File: src/rtl/dsl_pkg.sv
package dsl_pkg;

  typedef enum logic [1:0] {
    PH_AZ    = 2'd0,
    PH_INT   = 2'd1,
    PH_DEINT = 2'd2
  } phase_t;

  // strobes from control to datapath
  typedef struct packed {
    logic cntClear;
    logic cntInc;
    logic latch;
    logic overFlag;
  } dp_strobe_t;

endpackage

File: src/rtl/dsl_bcd_decade.sv
module dsl_bcd_decade #(
  parameter int DW = 4
) (
  input  logic          clk,
  input  logic          rst,
  input  logic          clear,
  input  logic          carryIn,
  output logic [DW-1:0] digit,
  output logic          isNine,
  output logic          carryOut
);
  localparam logic [DW-1:0] NINE = DW'(9);

  assign isNine   = (digit == NINE);
  assign carryOut = carryIn && isNine;

  always_ff @(posedge clk) begin
    if (rst || clear) begin
      digit <= '0;
    end else if (carryIn) begin
      digit <= isNine ? '0 : digit + DW'(1);
    end
  end
endmodule

File: src/rtl/dsl_ctrl.sv
module dsl_ctrl
  import dsl_pkg::*;
#(
  parameter int AZ_CYCLES = 1000
) (
  input  logic       clk,
  input  logic       rst,
  input  logic       cmpIn,
  input  logic       cntIsIntEnd,
  input  logic       cntIsMax,
  output phase_t     phase,
  output dp_strobe_t strobe,
  output logic       signPos
);
  localparam int AZW = (AZ_CYCLES < 2) ? 1 : $clog2(AZ_CYCLES);
  localparam logic [AZW-1:0] AZ_LAST = AZW'(AZ_CYCLES - 1);

  logic [AZW-1:0] azCnt;
  logic           cmpMeta;
  logic           cmpSync;
  logic           crossing;

  // two-flop synchronizer for the asynchronous comparator
  always_ff @(posedge clk) begin
    if (rst) begin
      cmpMeta <= 1'b0;
      cmpSync <= 1'b0;
    end else begin
      cmpMeta <= cmpIn;
      cmpSync <= cmpMeta;
    end
  end

  assign crossing = (cmpSync != signPos);

  always_ff @(posedge clk) begin
    if (rst) begin
      phase   <= PH_AZ;
      azCnt   <= '0;
      signPos <= 1'b0;
    end else begin
      unique case (phase)
        PH_AZ: begin
          if (azCnt == AZ_LAST) begin
            azCnt <= '0;
            phase <= PH_INT;
          end else begin
            azCnt <= azCnt + AZW'(1);
          end
        end
        PH_INT: begin
          if (cntIsIntEnd) begin
            signPos <= cmpSync;
            phase   <= PH_DEINT;
          end
        end
        PH_DEINT: begin
          if (crossing || cntIsMax) begin
            phase <= PH_AZ;
          end
        end
        default: phase <= PH_AZ;
      endcase
    end
  end

  always_comb begin
    strobe = '0;
    unique case (phase)
      PH_AZ: strobe.cntClear = 1'b1;
      PH_INT: begin
        strobe.cntClear = cntIsIntEnd;
        strobe.cntInc   = !cntIsIntEnd;
      end
      PH_DEINT: begin
        strobe.cntInc   = !crossing && !cntIsMax;
        strobe.latch    = crossing || cntIsMax;
        strobe.overFlag = !crossing;
      end
      default: strobe = '0;
    endcase
  end
endmodule

File: src/rtl/dsl_datapath.sv
module dsl_datapath
  import dsl_pkg::*;
#(
  parameter int NDEC = 3
) (
  input  logic              clk,
  input  logic              rst,
  input  dp_strobe_t        strobe,
  input  logic              signPos,
  output logic              cntIsIntEnd,
  output logic              cntIsMax,
  output logic              dispTop,
  output logic [4*NDEC-1:0] dispDec,
  output logic              dispNeg,
  output logic              overRange,
  output logic              convDone
);
  logic [NDEC:0]       carry;
  logic [NDEC-1:0]     nine;
  logic [4*NDEC-1:0]   cntDec;
  logic                cntTop;
  logic                allNines;

  assign carry[0] = strobe.cntInc;

  generate
    for (genvar g = 0; g < NDEC; g++) begin : g_dec
      dsl_bcd_decade #(.DW(4)) u_dec (
        .clk      (clk),
        .rst      (rst),
        .clear    (strobe.cntClear),
        .carryIn  (carry[g]),
        .digit    (cntDec[4*g +: 4]),
        .isNine   (nine[g]),
        .carryOut (carry[g+1])
      );
    end
  endgenerate

  // half digit: only ever 0 or 1
  always_ff @(posedge clk) begin
    if (rst || strobe.cntClear) begin
      cntTop <= 1'b0;
    end else if (carry[NDEC]) begin
      cntTop <= 1'b1;
    end
  end

  assign allNines    = &nine;
  assign cntIsIntEnd = allNines && !cntTop;
  assign cntIsMax    = allNines && cntTop;

  always_ff @(posedge clk) begin
    if (rst) begin
      dispTop   <= 1'b0;
      dispDec   <= '0;
      dispNeg   <= 1'b0;
      overRange <= 1'b0;
      convDone  <= 1'b0;
    end else begin
      convDone <= strobe.latch;
      if (strobe.latch) begin
        dispTop   <= cntTop;
        dispDec   <= cntDec;
        dispNeg   <= !signPos;
        overRange <= strobe.overFlag;
      end
    end
  end
endmodule

File: src/rtl/dualslope_seq.sv
module dualslope_seq
  import dsl_pkg::*;
#(
  parameter int AZ_CYCLES = 1000
) (
  input  logic       clk,
  input  logic       rst,
  input  logic       cmpIn,
  output logic       azShort,
  output logic       azLoop,
  output logic       intConnect,
  output logic       deintRef,
  output logic       refNeg,
  output logic       dispThou,
  output logic [3:0] dispHund,
  output logic [3:0] dispTens,
  output logic [3:0] dispOnes,
  output logic       dispNeg,
  output logic       overRange,
  output logic       convDone
);
  localparam int NDEC = 3;

  phase_t            phase;
  dp_strobe_t        strobe;
  logic              signPos;
  logic              cntIsIntEnd;
  logic              cntIsMax;
  logic [4*NDEC-1:0] dispDec;

  dsl_ctrl #(.AZ_CYCLES(AZ_CYCLES)) u_ctrl (
    .clk         (clk),
    .rst         (rst),
    .cmpIn       (cmpIn),
    .cntIsIntEnd (cntIsIntEnd),
    .cntIsMax    (cntIsMax),
    .phase       (phase),
    .strobe      (strobe),
    .signPos     (signPos)
  );

  dsl_datapath #(.NDEC(NDEC)) u_dp (
    .clk         (clk),
    .rst         (rst),
    .strobe      (strobe),
    .signPos     (signPos),
    .cntIsIntEnd (cntIsIntEnd),
    .cntIsMax    (cntIsMax),
    .dispTop     (dispThou),
    .dispDec     (dispDec),
    .dispNeg     (dispNeg),
    .overRange   (overRange),
    .convDone    (convDone)
  );

  assign azShort    = (phase == PH_AZ);
  assign azLoop     = (phase == PH_AZ);
  assign intConnect = (phase == PH_INT);
  assign deintRef   = (phase == PH_DEINT);
  assign refNeg     = signPos;
  assign dispHund   = dispDec[11:8];
  assign dispTens   = dispDec[7:4];
  assign dispOnes   = dispDec[3:0];
endmodule

File: config.mk
export PLATFORM = sky130hd
export DESIGN_NAME = dualslope_seq
export DESIGN_NICKNAME = d
export VERILOG_FILES = /design/src/rtl/dsl_pkg.sv /design/src/rtl/dsl_bcd_decade.sv /design/src/rtl/dsl_ctrl.sv /design/src/rtl/dsl_datapath.sv /design/src/rtl/dualslope_seq.sv
export SDC_FILE = /design/constraint.sdc
export NUM_CORES = 1
export LEC_CHECK = 0
export BUFFER_PORTS_ARGS = -buffer_cell sky130_fd_sc_hd__buf_4
export CORE_MARGIN = 10
export CORE_UTILIZATION = 60
export CTS_CLUSTER_DIAMETER = 120
export DETAILED_ROUTE_END_ITERATION = 8
export PLACE_DENSITY = 0.85
export SYNTH_ARGS = -nofsm -noshare
export SYNTH_HDL_FRONTEND = slang
export SYNTH_HIERARCHICAL = 1
export SYNTH_SLANG_ARGS = --single-unit
File: constraint.sdc
create_clock -name clk -period 4.5 [get_ports clk]
set_input_delay 0.225 -clock clk [delete_from_list [all_inputs] [get_ports clk]]
set_output_delay 0.225 -clock clk [all_outputs]
set_load 0.005 [all_outputs]
==> run metrics <==
status=completed; layout cells sized above 1=0.227; Hold EP=u_ctrl/cmpMeta$_SDFF_PP0_; Finished Cell Area=0.00228 sq mm; Total GRT Usage=0.125; Fillers=approximately 290; htree depth=2; CTS Buf Count=5; Post-CTS Setup Inserts=0; maximum fanout along the worst path=5; ANT cells=0; dpl ws=~1900 ps; Final setup violation count=0; slowest stage cell, crit path=dfxtp_1; sw frac=0.219; Final TNS setup=0 ps; DP Wirelength=about 2700 um; Final WS setup=~1800 ps; Clk Latency, worst-skew pair=350 ps; crit end category=flop; final hold viol count=0; post-synthesis sequential area ratio=0.432; normalized max-slew margin=0.647; Final Instance Count excl. Fillers=~280; placed instance area=0.00222 sq mm; worst min path class=in2reg; drt pass-1 iters=4; PD cells=around 270 mW/mm^2; CTS Root Cell=clkbuf_4; hold_buf cts=0; GRT busiest layer=met2; synth unique cells=35; Clock Sinks=44; crit-path max cell delay=about 350 ps; clock-pin slew of the registers on the worst-case setup and hold paths=120 ps; Detail Route Antenna Nets=0; GP Congestion=about 0.78; Netlist Area Pre-Place=around 0.0020 sq mm; Port Buffers=23; worst slew pin tran=528 ps; Avg Vias per Cell=5.31; Post-route DRC=0; Clock Skew=between 9 and 10 ps; minimum clock period after layout=roughly 2700 ps; most used cell, CP=and2_1; Routed WL=~3700 um; initial DRC count=78; Fmax=about 370 MHz; DR vias=about 1500; Gate power share=0.028; Seq pwr share=0.649; Worst R2R Path Depth=12; Cell Int Power=about 0.48 mW; initial antenna violation count=0; Crit Path Class=reg2reg; clk buf depth=2; Ys Warns=6; IO Count=24; final core utilization=0.688; #FFs+latches synth=44; fin crit share=0.595; P&R area growth vs syn=11.8%; final total power=a little over 0.6 mW; max-capacitance violation count=0; Core Box Area=0.00331 sq mm; Startpoint Class=flop; Starting Density=0.615; RR Startpoint=u_dp/g_dec[1].u_dec/digit[3]$_SDFFE_PP0P_; P_sw=between 0.1 and 0.15 mW; largest net degree at the start of global routing=41; Pleak=around 0.83 nW; crit path DAT=about 3000 ps; grt ovf=0; post-synthesis net count=approximately 220; Hold Startpoint=cmpIn; grt met3 use=0.0513; Slew Limit Fails=0; Clk network pwr share=0.323; Data required, critical path=approximately 4800 ps; final hold slack=89.9 ps; Worst Hold Depth=2; Wirelength per Cell=~13 um; RSZ-0062 raised after global routing=no; nets=246; Peak VDD IR=approximately 0.25 mV; reg-to-reg slack, setup=about 1800 ps; Post-Syn Instances=212; die area=between 0.006 and 0.007 sq mm; post-cts repair resize count=0; reg-to-reg endpoint=u_dp/g_dec[2].u_dec/digit[1]$_SDFFE_PP0P_; grt met2 use=0.206; first-pass GRT wire length=approximately 6300 um; Cells after DPL=between 200 and 300; syn_area_per_cell=approximately 9.6 sq um; row count=21; Die X-Extent=just under 80 um; GR Util met1=0.139; TritonCTS clock tree=yes; vias in the first global route=1457; DIE HEIGHT=roughly 78 um; crit-path cells=nor2b_2 > and3b_2 > nand3_1 > nor2_1 > and2b_2 > a21oi_1 > nor2b_1 > and2_1 > and2_1 > nand2_2 > or3_1 > a211oi_2
-- worst max-delay path, delay by kind of cell (launching register included) --
| family | cells | cell delay (ps) |
|---|---|---|
| simple gates | 10 | 2040 |
| flops | 1 | 350 |
| compound gates | 2 | 210 |
-- cell type report --
class                      instances  area [sq um]  share of cell area
tap                               46          57.6              0.0253
clock buffer                       8          58.8              0.0258
timing repair buffer              24           180              0.0791
inverter                           6          22.5             0.00989
sequential                        44           881               0.387
multi-input combinational        156          1080               0.473
-- flip-flops by register name, summed over array words and instances (netlist names), 2 cells and up --
name / cells
u_ctrl/azCnt: 10
u_dp/dispDec: 12
u_dp/g_dec.u_dec/digit: 12
u_ctrl/phase: 2
-- kinds of logic (layout without fill, tap and decap cells) --
kind of cell / after synthesis / after routing / share of synthesized area
flops: 44 / 44 / 0.432
mux: 17 / 17 / 0.0835
compound gates: 19 / 19 / 0.0725
simple gates: 99 / 99 / 0.272
fa+ha+maj: 6 / 6 / 0.0369
xor+xnor: 15 / 15 / 0.0645
buf+inv: 12 / 38 / 0.0387
-- power groups by stage --
stage               clock network (mW)  logic [mW]  registers (mW)
floorplan                            0      0.0127           0.404
global placement                     0      0.0169           0.404
finish                           0.197      0.0170           0.396
detailed placement                   0      0.0173           0.404
global route                     0.216      0.0197           0.396
CTS                              0.203      0.0173           0.396
-- cells in the final DEF (no fill, tap or decap), types with 3 or more instances in the layout --
master    count
nand2_2       3
o21ai_0       6
and3b_2       3
xnor2_1       8
dfxtp_1      44
or3_1         3
nor2_1       33
nand3_1       5
mux2i_1      17
and2_1        3
ha_1          6
and4b_2       3
nor2b_1       8
nor3_1       11
nor2b_2       3
clkbuf_4      5
inv_1         6
a211oi_2      4
nand2_1      12
buf_4        24
a211oi_1      4
xor2_1        7
nand4_1       3
-- cells in the mapped netlist (all sizes together) --
| cell type | instances | area share |
|---|---|---|
| dfxtp | 44 | 0.43 |
| nor2 | 34 | 0.071 |
| mux2i | 17 | 0.084 |
| nand2 | 15 | 0.031 |
| nor2b | 11 | 0.037 |
| nor3 | 11 | 0.027 |
| a211oi | 8 | 0.039 |
| xnor2 | 8 | 0.034 |
| xor2 | 7 | 0.030 |
| buf | 6 | 0.028 |
| ha | 6 | 0.037 |
| inv | 6 | 0.011 |
| o21ai | 6 | 0.015 |
| nand3 | 5 | 0.012 |
| nand4 | 4 | 0.015 |
| and2 | 3 | 0.0092 |
| and3b | 3 | 0.015 |
| and4b | 3 | 0.017 |
| or3 | 3 | 0.0092 |
| a21oi | 2 | 0.0049 |
| and2b | 2 | 0.0086 |
| nand2b | 2 | 0.0061 |
| or2b | 2 | 0.0086 |
| a22oi | 1 | 0.0037 |
| a31o | 1 | 0.0043 |
| o41a | 1 | 0.0055 |
| or2 | 1 | 0.0043 |
-- worst max-delay path by stage --
stage / slack [ps] / from / depth (start not counted) / end
global route: 1600 / u_dp/g_dec[1].u_dec/digit[2]$_SDFFE_PP0P_ / 12 / u_dp/g_dec[2].u_dec/digit[1]$_SDFFE_PP0P_
detailed placement: 1850 / u_dp/g_dec[1].u_dec/digit[3]$_SDFFE_PP0P_ / 12 / u_dp/g_dec[2].u_dec/digit[1]$_SDFFE_PP0P_
finish: 1820 / u_dp/g_dec[1].u_dec/digit[3]$_SDFFE_PP0P_ / 12 / u_dp/g_dec[2].u_dec/digit[1]$_SDFFE_PP0P_
CTS: 1820 / u_dp/g_dec[1].u_dec/digit[3]$_SDFFE_PP0P_ / 12 / u_dp/g_dec[2].u_dec/digit[1]$_SDFFE_PP0P_
floorplan: 2090 / u_dp/g_dec[1].u_dec/digit[3]$_SDFFE_PP0P_ / 12 / u_dp/g_dec[2].u_dec/digit[1]$_SDFFE_PP0P_
global placement: 1920 / u_dp/g_dec[1].u_dec/digit[3]$_SDFFE_PP0P_ / 12 / u_dp/g_dec[2].u_dec/digit[1]$_SDFFE_PP0P_
-- routing by layer --
| metal | part of all wire | wire, um | vias up |
|---|---|---|---|
| li1 | - | - | 767 |
| met1 | 0.45 | 1640 | 712 |
| met2 | 0.48 | 1790 | 24 |
| met3 | 0.053 | 195 | 5 |
| met4 | 0.018 | 65 | 0 |
| met5 | 0 | 0 | - |
Power figures use the tool's default switching activity.
